**config.mk**
```make
export PLATFORM = sky130hd
export DESIGN_NAME = inst_ctrl_decoder
export DESIGN_NICKNAME = d
export VERILOG_FILES = /design/src/rtl/inst_ctrl_pkg.sv /design/src/rtl/opc_classify.sv /design/src/rtl/ctrl_table.sv /design/src/rtl/pc_select.sv /design/src/rtl/inst_ctrl_decoder.sv
export SDC_FILE = /design/constraint.sdc
export NUM_CORES = 1
export LEC_CHECK = 0
export ABC_CLOCK_PERIOD_IN_PS = 2690
export BUFFER_PORTS_ARGS = -buffer_cell sky130_fd_sc_hd__buf_2
export CAP_MARGIN = 20
export CORE_AREA = 2 2 39 41
export DETAILED_ROUTE_END_ITERATION = 16
export DIE_AREA = 0 0 41 43
export PLACE_DENSITY = 0.41
export SLEW_MARGIN = 20
export SYNTH_ARGS = -nofsm -noshare
export SYNTH_HDL_FRONTEND = slang
export SYNTH_SLANG_ARGS = --single-unit
```
**constraint.sdc**
```tcl
create_clock -name vclk -period 2.69
set_input_delay 0.807 -clock vclk [all_inputs]
set_output_delay 0.807 -clock vclk [all_outputs]
set_load 0.005 [all_outputs]
```
**src/rtl/inst_ctrl_pkg.sv**
```systemverilog
package inst_ctrl_pkg;

    localparam int OPC_W   = 6;
    localparam int ALUOP_W = 2;
    localparam int N_KNOWN = 4;

    localparam logic [OPC_W-1:0] OPC_REG   = 6'b000000;
    localparam logic [OPC_W-1:0] OPC_LOAD  = 6'b100011;
    localparam logic [OPC_W-1:0] OPC_STORE = 6'b101011;
    localparam logic [OPC_W-1:0] OPC_BEQ   = 6'b000100;

    localparam logic [ALUOP_W-1:0] AOP_ADD  = 2'b00;
    localparam logic [ALUOP_W-1:0] AOP_SUB  = 2'b01;
    localparam logic [ALUOP_W-1:0] AOP_FUNC = 2'b10;

    typedef enum logic [2:0] {
        CLS_REG   = 3'd0,
        CLS_LOAD  = 3'd1,
        CLS_STORE = 3'd2,
        CLS_BEQ   = 3'd3,
        CLS_OTHER = 3'd4
    } op_class_e;

    typedef struct packed {
        logic               dst_rd;
        logic               src_imm;
        logic               wb_mem;
        logic               reg_we;
        logic               mem_re;
        logic               mem_we;
        logic               branch;
        logic [ALUOP_W-1:0] alu_op;
    } ctrl_word_t;

    localparam ctrl_word_t CTRL_SAFE = '0;

endpackage

```
**src/rtl/opc_classify.sv**
```systemverilog
module opc_classify
    import inst_ctrl_pkg::*;
#(
    parameter int W = OPC_W
) (
    input  logic [W-1:0] opcode,
    output op_class_e    op_class
);

    localparam logic [W-1:0] KNOWN [N_KNOWN] = '{OPC_REG, OPC_LOAD, OPC_STORE, OPC_BEQ};

    logic [N_KNOWN-1:0] hit;

    for (genvar g = 0; g < N_KNOWN; g++) begin : g_match
        assign hit[g] = (opcode == KNOWN[g]);
    end

    always_comb begin
        unique case (1'b1)
            hit[0]:  op_class = CLS_REG;
            hit[1]:  op_class = CLS_LOAD;
            hit[2]:  op_class = CLS_STORE;
            hit[3]:  op_class = CLS_BEQ;
            default: op_class = CLS_OTHER;
        endcase
    end

endmodule

```
**src/rtl/ctrl_table.sv**
```systemverilog
module ctrl_table
    import inst_ctrl_pkg::*;
(
    input  op_class_e  op_class,
    output ctrl_word_t ctrl
);

    always_comb begin
        ctrl = CTRL_SAFE;
        unique case (op_class)
            CLS_REG: begin
                ctrl.dst_rd = 1'b1;
                ctrl.reg_we = 1'b1;
                ctrl.alu_op = AOP_FUNC;
            end
            CLS_LOAD: begin
                ctrl.src_imm = 1'b1;
                ctrl.wb_mem  = 1'b1;
                ctrl.reg_we  = 1'b1;
                ctrl.mem_re  = 1'b1;
                ctrl.alu_op  = AOP_ADD;
            end
            CLS_STORE: begin
                ctrl.src_imm = 1'b1;
                ctrl.mem_we  = 1'b1;
                ctrl.alu_op  = AOP_ADD;
            end
            CLS_BEQ: begin
                ctrl.branch = 1'b1;
                ctrl.alu_op = AOP_SUB;
            end
            default: ctrl = CTRL_SAFE;
        endcase
    end

    always_comb begin
        AST_RD_WR_EXCL: assert (!(ctrl.mem_re && ctrl.mem_we)) else $error("mem read and write together");
    end

endmodule

```
**src/rtl/pc_select.sv**
```systemverilog
module pc_select (
    input  logic branch,
    input  logic alu_zero,
    output logic take_target
);

    assign take_target = branch & alu_zero;

endmodule

```
**src/rtl/inst_ctrl_decoder.sv**
```systemverilog
module inst_ctrl_decoder
    import inst_ctrl_pkg::*;
(
    input  logic [5:0] opcode,
    input  logic       alu_zero,
    output logic       dst_is_rd,
    output logic       alu_src_imm,
    output logic       wb_from_mem,
    output logic       reg_we,
    output logic       mem_re,
    output logic       mem_we,
    output logic       is_branch,
    output logic [1:0] alu_op,
    output logic       pc_take_target
);

    op_class_e  cls;
    ctrl_word_t cw;

    opc_classify #(.W(OPC_W)) u_classify (
        .opcode   (opcode),
        .op_class (cls)
    );

    ctrl_table u_table (
        .op_class (cls),
        .ctrl     (cw)
    );

    pc_select u_pcsel (
        .branch      (cw.branch),
        .alu_zero    (alu_zero),
        .take_target (pc_take_target)
    );

    assign dst_is_rd   = cw.dst_rd;
    assign alu_src_imm = cw.src_imm;
    assign wb_from_mem = cw.wb_mem;
    assign reg_we      = cw.reg_we;
    assign mem_re      = cw.mem_re;
    assign mem_we      = cw.mem_we;
    assign is_branch   = cw.branch;
    assign alu_op      = cw.alu_op;

    logic known_opc;
    assign known_opc = (opcode == OPC_REG) || (opcode == OPC_LOAD) ||
                       (opcode == OPC_STORE) || (opcode == OPC_BEQ);

    always_comb begin
        AST_UNKNOWN_SAFE: assert (known_opc || (cw == CTRL_SAFE && !pc_take_target)) else $error("unknown opcode not safe");
        AST_REGWR_FORMS: assert (!reg_we || opcode == OPC_REG || opcode == OPC_LOAD) else $error("bad register write");
        AST_TAKE_NEEDS_BR: assert (!pc_take_target || (opcode == OPC_BEQ && alu_zero)) else $error("bad pc take");
        AST_STORE_NO_WB: assert (!(opcode == OPC_STORE) || (!reg_we && mem_we)) else $error("store control wrong");
    end

endmodule

```
==> results of run 1 <==
==> cell type report <==
cell class | count | share of cell area [%]
multi-input cells | 14 | 44.2
repair buffers | 17 | 43.6
well taps | 16 | 10.3
inverters | 1 | 1.92
==> cells in the final DEF, fill, tap and decap left out <==
cell	netlist	layout
or2_1	1	1
nor4_1	1	1
nor2_1	4	4
inv_1	1	1
buf_2	1	17
nor3_1	2	2
or4_4	1	1
nand2b_1	1	1
or2_2	1	1
a21oi_2	1	1
nand4b_1	1	1
nor3b_1	1	1
==> layer usage <==
metal	part of all wire, %	track usage (%)	wire, um
met5	0	0	0
met4	0	0	0
met3	15	0	51
met2	51	7.50	175
met1	34	3.48	119
==> report_power, final <==
| group | switching, W | internal (W) |
|---|---|---|
| Clock | 0 | 0 |
| Sequential | 0 | 0 |
| Combinational | 0.00000772 | 0.00000767 |
==> cell usage after synthesis <==
cell / instances
nor2_1: 4
or2_1: 1
nor3b_1: 1
nand2b_1: 1
inv_1: 1
buf_2: 1
nor3_1: 2
a21oi_2: 1
or2_2: 1
buf_4: 1
nor4_1: 1
or4_4: 1
nand4b_1: 1
==> cells by family after synthesis <==
kind of cell / after synthesis / synth area share [%]
buf+inv: 3 / 15.8
simple gates: 13 / 75.6
compound gates: 1 / 8.54
==> metrics by stage <==
step | hold slack (ps) | std cells | utilization (%) | setup slack [ps]
6_report | 1860 | 48 | 14.1 | 168
5_1_grt | 1890 | 48 | 14.1 | 138
4_1_cts | 1860 | 48 | 14.1 | 164
3_5_place_dp | 1860 | 48 | 14.1 | 165
3_3_place_gp | 1860 | 48 | 14.1 | 174
2_1_floorplan | 1650 | 17 | - | 407
==> worst max-delay path by stage <==
stage | start | end | slack, ps | cells after the start
finish | opcode[5] | reg_we | 170 | 4
global route | opcode[5] | reg_we | 140 | 4
CTS | opcode[5] | reg_we | 160 | 4
detailed placement | opcode[5] | reg_we | 160 | 4
global placement | opcode[5] | reg_we | 170 | 4
floorplan | opcode[5] | reg_we | 410 | 2
==> reports/results.ini, run 1 <==
[drt]
via_per_inst = 3.46
wirelength_um = 346
drc_errors = 0
wl_per_cell_um = 7.21
ant_nets = 0
first_pass_iters = 1
drtIter0Drc = 0
vias = 166

[sta]
finalCritPeriodShare_pct = 93.8
rsz0062_at_grt = false
setup_viol = 0
worstMarginPinSlew_ps = 216
fin_crit_ps = 2520
max_slew_margin_pct = 85.4
timing_hold_violations_final = 0
slew_viol_final = 0
tns_ps = 0
max_freq_mhz = 396

[global_routing]
grt_pass1_wl_um = 462
gr-total-overflow = 0
grt_usage_pct = 3.50
antenna_found_initial = 0
grt_pass1_vias = 132
grt_start_max_net_pins = 8

[synth]
synth.largest_area_cell = nor2_1
syn_avg_cell_area_um2 = 6.04
syn-num-nets = 24
yosysTopAreaCellShare_pct = 14.6
yosys-top-cells-area = nor2_1, or4_4, nor3_1
synth_cell_type_count = 13
syn_inst = 17
yosysWarnings = 0
yosysSeqAreaShare_pct = 0
synth_area_um2 = 103

[worst_setup_path]
cpPeakStageDelay_ps = 550
cp_common_cell = buf_2
worst-path-buf-inv = 2
critical_path.max_fanout = 3
critical_path_arrival_ps = 1720
worstPathRequired_ps = 1880
endpoint_kind = primary output
cp_top_family = simple AND/OR/NAND/NOR gates
slowest_stage = or4_4
path_cells = buf_2 -> or4_4 -> a21oi_2 -> buf_2
crit_path_start_kind = primary input
critical_path_class = in2out

[floorplanning]
top_level_ports = 17
die_width_um = 41
die_h_um = 43
row_count = 14
dieArea_um2 = 1760
initial_utilization_pct = 7.41
core_area_um2 = 1380

[final_layout]
design.seq.count = 0
drive_above_1_share_pct = 62.5
multiInputGateArea_um2 = 86.3
n_antenna_cell = 0
design_area_um2 = 195
fillers = 174
ff_latch_area_um2 = 0
syn_to_final_growth_pct = 90.2
clkbuf_count = 0
layout.nets = 41

[cts]
holdBufCountCts = 0
ctsResizeCount = 0
post_cts_buffers = 0

[run]
drv_cap = 0

[worst_hold_path]
hold_end = alu_src_imm
worstHoldStart = opcode[4]
hp-class = in2out
min_path_cells = 3

[placed_design]
portBuffers = 17
placed_area_um2 = 195
gp_congestion = 0.440
hpwl_um = 321

[pwr]
pwr_density_cell_nw_per_um2 = 78.9
peakVddDrop_v = 0.0000139
p_leak_nw = 0.108
total_power_w = 0.0000154

[run_status]
outcome = complete, no violations

Note: power is estimated with default switching activity, not from simulation.
==> run 2, diff against run 1 <==
--- a/config.mk
+++ b/config.mk
@@ -11,7 +11,7 @@
 export CORE_AREA = 2 2 39 41
 export DETAILED_ROUTE_END_ITERATION = 16
 export DIE_AREA = 0 0 41 43
-export PLACE_DENSITY = 0.41
+export PLACE_DENSITY = 0.35
 export SLEW_MARGIN = 20
 export SYNTH_ARGS = -nofsm -noshare
 export SYNTH_HDL_FRONTEND = slang
==> reports/results.ini, run 2 (same netlist as run 1, synthesis figures left out) <==
[global_routing]
gr-total-overflow = 0  ; unchanged
grt_start_max_net_pins = 8  ; unchanged
grt_usage_pct = 4.30  ; was 3.50%
grt_pass1_vias = 141  ; was 132
grt_pass1_wl_um = 565  ; was 462 um
antenna_found_initial = 0  ; unchanged

[floorplanning]
initial_utilization_pct = 7.41  ; unchanged
core_area_um2 = 1380  ; unchanged
row_count = 14  ; unchanged
die_h_um = 43  ; unchanged
die_width_um = 41  ; unchanged
top_level_ports = 17  ; unchanged
dieArea_um2 = 1760  ; unchanged

[sta]
setup_viol = 0  ; unchanged
max_freq_mhz = 398  ; was 396 MHz
max_slew_margin_pct = 84.5  ; was 85.4%
tns_ps = 0  ; unchanged
timing_hold_violations_final = 0  ; unchanged
worstMarginPinSlew_ps = 233  ; was 216 ps
slew_viol_final = 0  ; unchanged
rsz0062_at_grt = false  ; unchanged
fin_crit_ps = 2520  ; about the same
finalCritPeriodShare_pct = 93.5  ; was 93.8%

[final_layout]
final_cell_mix = buf_2, nor2_1, nor3_1  ; unchanged
syn_to_final_growth_pct = 90.2  ; unchanged
fillers = 167  ; was 174
postLayoutCoreUtil_pct = 14.1  ; unchanged
layout.nets = 41  ; unchanged
clkbuf_count = 0  ; unchanged
design_area_um2 = 195  ; unchanged
n_antenna_cell = 0  ; unchanged
layout_commonest_cell = buf_2  ; unchanged
design.seq.count = 0  ; unchanged
ff_latch_area_um2 = 0  ; unchanged
drive_above_1_share_pct = 62.5  ; unchanged
multiInputGateArea_um2 = 86.3  ; unchanged

[pwr]
pwr_density_cell_nw_per_um2 = 79.8  ; was 78.9 nW/um2
switching_share_pct = 50.7  ; was 50.2%
p_comb_share_pct = 100.0  ; about the same
p_clk_share_pct = 0  ; about the same
seq_power_share_pct = 0  ; about the same
p_int_w = 0.00000768  ; was 0.00000767 W
switching_power_w = 0.00000789  ; was 0.00000772 W
peakVddDrop_v = 0.0000131  ; was 0.0000139 V
p_leak_nw = 0.108  ; unchanged

[run_status]
outcome = complete, no violations  ; unchanged

[run]
drv_cap = 0  ; unchanged

[drt]
drtIter0Drc = 0  ; unchanged
wl_per_cell_um = 7.81  ; was 7.21 um
ant_nets = 0  ; unchanged
first_pass_iters = 1  ; unchanged
drc_errors = 0  ; unchanged
wirelength_um = 375  ; was 346 um
via_per_inst = 3.35  ; was 3.46
vias = 161  ; was 166

[placed_design]
placed_area_um2 = 195  ; unchanged
portBuffers = 17  ; unchanged
gp_congestion = 0.503  ; was 0.440

[worst_setup_path]
crit_path_start_kind = primary input  ; unchanged
endpoint_kind = primary output  ; unchanged
cpPeakStageDelay_ps = 550  ; about the same
critical_path.max_fanout = 3  ; unchanged
critical_path_class = in2out  ; unchanged
critical_path_arrival_ps = 1710  ; was 1720 ps
path_cells = buf_2 -> or4_4 -> a21oi_2 -> buf_2  ; unchanged
cp_common_cell = buf_2  ; unchanged
slowest_stage = or4_4  ; unchanged
worstPathRequired_ps = 1880  ; about the same

[cts]
ctsResizeCount = 0  ; unchanged
post_cts_buffers = 0  ; unchanged
holdBufCountCts = 0  ; unchanged

[worst_hold_path]
hp-class = in2out  ; unchanged

## run 2: cell counts in the layout (fill, tap and decap cells not counted)
Identical to the previous run, type by type.
## run 2: cell type report
type / instances / share of cell area (%)
multi-input combinational: 14 / 44.2
timing repair buffer: 17 / 43.6
tap: 16 / 10.3
inverter: 1 / 1.92
## run 2: path summary, 6_finish.rpt
kind | from | endpoint | slack (ps) | depth (start not counted)
setup / recovery | opcode[5] | reg_we | 170 | 4
hold / removal | opcode[4] | mem_we | 1870 | 3
## run 2: metal layers
metal | routed length, um | track usage, % | part of all wire [%] | up-vias
li1 | - | - | - | 88
met1 | 141 | 4.75 | 38 | 65
met2 | 184 | 8.44 | 49 | 8
met3 | 49 | 0.524 | 13 | 0
met4 | 0 | 0 | 0 | 0
met5 | 0 | 0 | 0 | -
## run 2: power groups by stage
stage	clock, W	combinational (W)	sequential (W)
final	0	0.0000156	0
after global routing	0	0.0000177	0
after CTS	0	0.0000159	0
after detailed placement	0	0.0000158	0
after global placement	0	0.0000156	0
after floorplan	0	0.00000748	0
## run 2: critical path: cells and delay by family
family	cells	cell delay (ps)
AND/OR/NAND/NOR	1	550
AO/OA/AOI/OAI	1	120
buffers and inverters	2	230
## run 2: stage by stage
stage                     hold slack (ps)    power, W  cells  worst slack [ps]
after floorplan                      1650  0.00000748     17               407
after global placement               1870   0.0000156     48               162
after detailed placement             1870   0.0000158     48               163
after CTS                            1870   0.0000159     48               162
after global routing                 1890   0.0000177     48               144
final                                1870   0.0000156     48               174
==> run 3, diff against run 2 <==
--- a/config.mk
+++ b/config.mk
@@ -11,6 +11,7 @@
 export CORE_AREA = 2 2 39 41
 export DETAILED_ROUTE_END_ITERATION = 16
 export DIE_AREA = 0 0 41 43
+export GPL_TIMING_DRIVEN = 0
 export PLACE_DENSITY = 0.35
 export SLEW_MARGIN = 20
 export SYNTH_ARGS = -nofsm -noshare
==> constraint.sdc (replaced) <==
create_clock -name vclk -period 2.69
set_input_delay 0.807 -clock vclk [all_inputs]
set_output_delay 0.807 -clock vclk [all_outputs]
set_load 0.01 [all_outputs]
==> reports/results.ini, run 3 (same netlist as run 1, synthesis figures left out) <==
[sta]
setup_ws_ps = 157  ; was 174 ps
rsz0062_at_grt = false  ; unchanged
timing_hold_violations_final = 0  ; unchanged
max_slew_margin_pct = 85.7  ; was 84.5%
slew_viol_final = 0  ; unchanged
max_freq_mhz = 395  ; was 398 MHz
finalCritPeriodShare_pct = 94.2  ; was 93.5%
fin_crit_ps = 2530  ; was 2520 ps
worstMarginPinSlew_ps = 213  ; was 233 ps
setup_viol = 0  ; unchanged
tns_ps = 0  ; unchanged

[placed_design]
place_ws_ps = 141  ; was 163 ps
dp.cells = 50  ; was 48
hpwl_um = 346
portBuffers = 17  ; unchanged
gp_congestion = 0.541  ; was 0.503

[pwr]
peakVddDrop_v = 0.0000137  ; was 0.0000131 V
p_leak_nw = 0.116  ; was 0.108 nW
pwr_density_cell_nw_per_um2 = 81.0  ; was 79.8 nW/um2

[floorplanning]
die_width_um = 41  ; unchanged
core_area_um2 = 1380  ; unchanged
initial_utilization_pct = 7.41  ; unchanged
top_level_ports = 17  ; unchanged
die_h_um = 43  ; unchanged
dieArea_um2 = 1760  ; unchanged
row_count = 14  ; unchanged

[final_layout]
final_cell_mix = buf_2, nor2_1, nor3_1  ; unchanged
fillers = 167  ; unchanged
n_antenna_cell = 0  ; unchanged
drive_above_1_share_pct = 64.7  ; was 62.5%
multiInputGateArea_um2 = 86.3  ; unchanged
layout.cells.non_filler = 50  ; was 48
layout_commonest_cell = buf_2  ; unchanged
ff_latch_area_um2 = 0  ; unchanged
clkbuf_count = 0  ; unchanged
layout.nets = 43  ; was 41
design.seq.count = 0  ; unchanged
postLayoutCoreUtil_pct = 15.0  ; was 14.1%
syn_to_final_growth_pct = 102  ; was 90.2%

[global_routing]
grt_pass1_vias = 124  ; was 141
grt_pass1_wl_um = 476  ; was 565 um
grt_use_met3_pct = 1.05  ; was 0.524%
met1_usage_pct = 3.16  ; was 4.75%
use_met2_pct = 7.50  ; was 8.44%
grt_usage_pct = 3.60  ; was 4.30%
antenna_found_initial = 0  ; unchanged
gr-total-overflow = 0  ; unchanged
busiest_layer = met2  ; unchanged
grt_start_max_net_pins = 8  ; unchanged

[worst_setup_path]
critical_path_class = in2out  ; unchanged
critical_path_arrival_ps = 1730  ; was 1710 ps
endpoint_kind = primary output  ; unchanged
crit_path_start_kind = primary input  ; unchanged
startpoint = opcode[5]  ; unchanged
crit_end = reg_we  ; unchanged
critical_path.max_fanout = 3  ; unchanged
worstPathRequired_ps = 1880  ; about the same

[worst_hold_path]
hp-class = in2out  ; unchanged

[drt]
wirelength_um = 370  ; was 375 um
ant_nets = 0  ; unchanged
first_pass_iters = 1  ; unchanged
wl_per_cell_um = 7.40  ; was 7.81 um
drtIter0Drc = 0  ; unchanged
vias = 169  ; was 161
via_per_inst = 3.38  ; was 3.35
drc_errors = 0  ; unchanged

[run]
drv_cap = 0  ; unchanged

[cts]
ctsResizeCount = 0  ; unchanged
post_cts_buffers = 0  ; unchanged
holdBufCountCts = 0  ; unchanged

[run_status]
outcome = complete, no violations  ; unchanged

run 3: cell types whose count changed in the layout (fill, tap and decap cells not counted):
cell   change
buf_4      +1
buf_2      +1
run 3: cell type report:
class	instances	area share, %
multi-input combinational	14	41.6
timing repair buffer	17	41.0
tap	16	9.64
buffer	2	6.02
inverter	1	1.81
run 3: worst max-delay path: stages:
cell,delay [ps]
buf_2,110
or4_4,550
a21oi_2,130
buf_2,130
run 3: report_power, final:
part	total, W	switching [W]	leakage (nW)	internal (W)
clock	0	0	0	0
sequential	0	0	0	0
combinational	0.0000168	0.00000846	0.116	0.00000836
total	0.0000168	0.00000846	0.116	0.00000836
run 3: how the worst min path moves through the flow:
stage,startpoint,to,slack (ps),cells after the start
after detailed placement,opcode[4],alu_src_imm,1880,3
after floorplan,opcode[4],alu_src_imm,1660,1
after CTS,opcode[4],alu_src_imm,1880,3
final,opcode[4],alu_src_imm,1880,3
after global placement,opcode[4],alu_src_imm,1880,3
after global routing,opcode[4],mem_we,1900,3
run 3: per-stage QoR:
stage	instance area, um2	hold WS, ps	total power, W
4_1_cts	208	1880	0.0000173
3_3_place_gp	208	1880	0.0000171
5_1_grt	208	1900	0.0000189
3_5_place_dp	208	1880	0.0000173
2_1_floorplan	103	1660	0.00000812
6_report	208	1880	0.0000168
run 3: routing by layer:
metal / routed length, um / vias to the layer above / part of all wire, %
li1: - / 92 / -
met1: 138 / 69 / 37
met2: 184 / 8 / 50
met3: 47 / 0 / 13
met4: 0 / 0 / 0
met5: 0 / - / 0
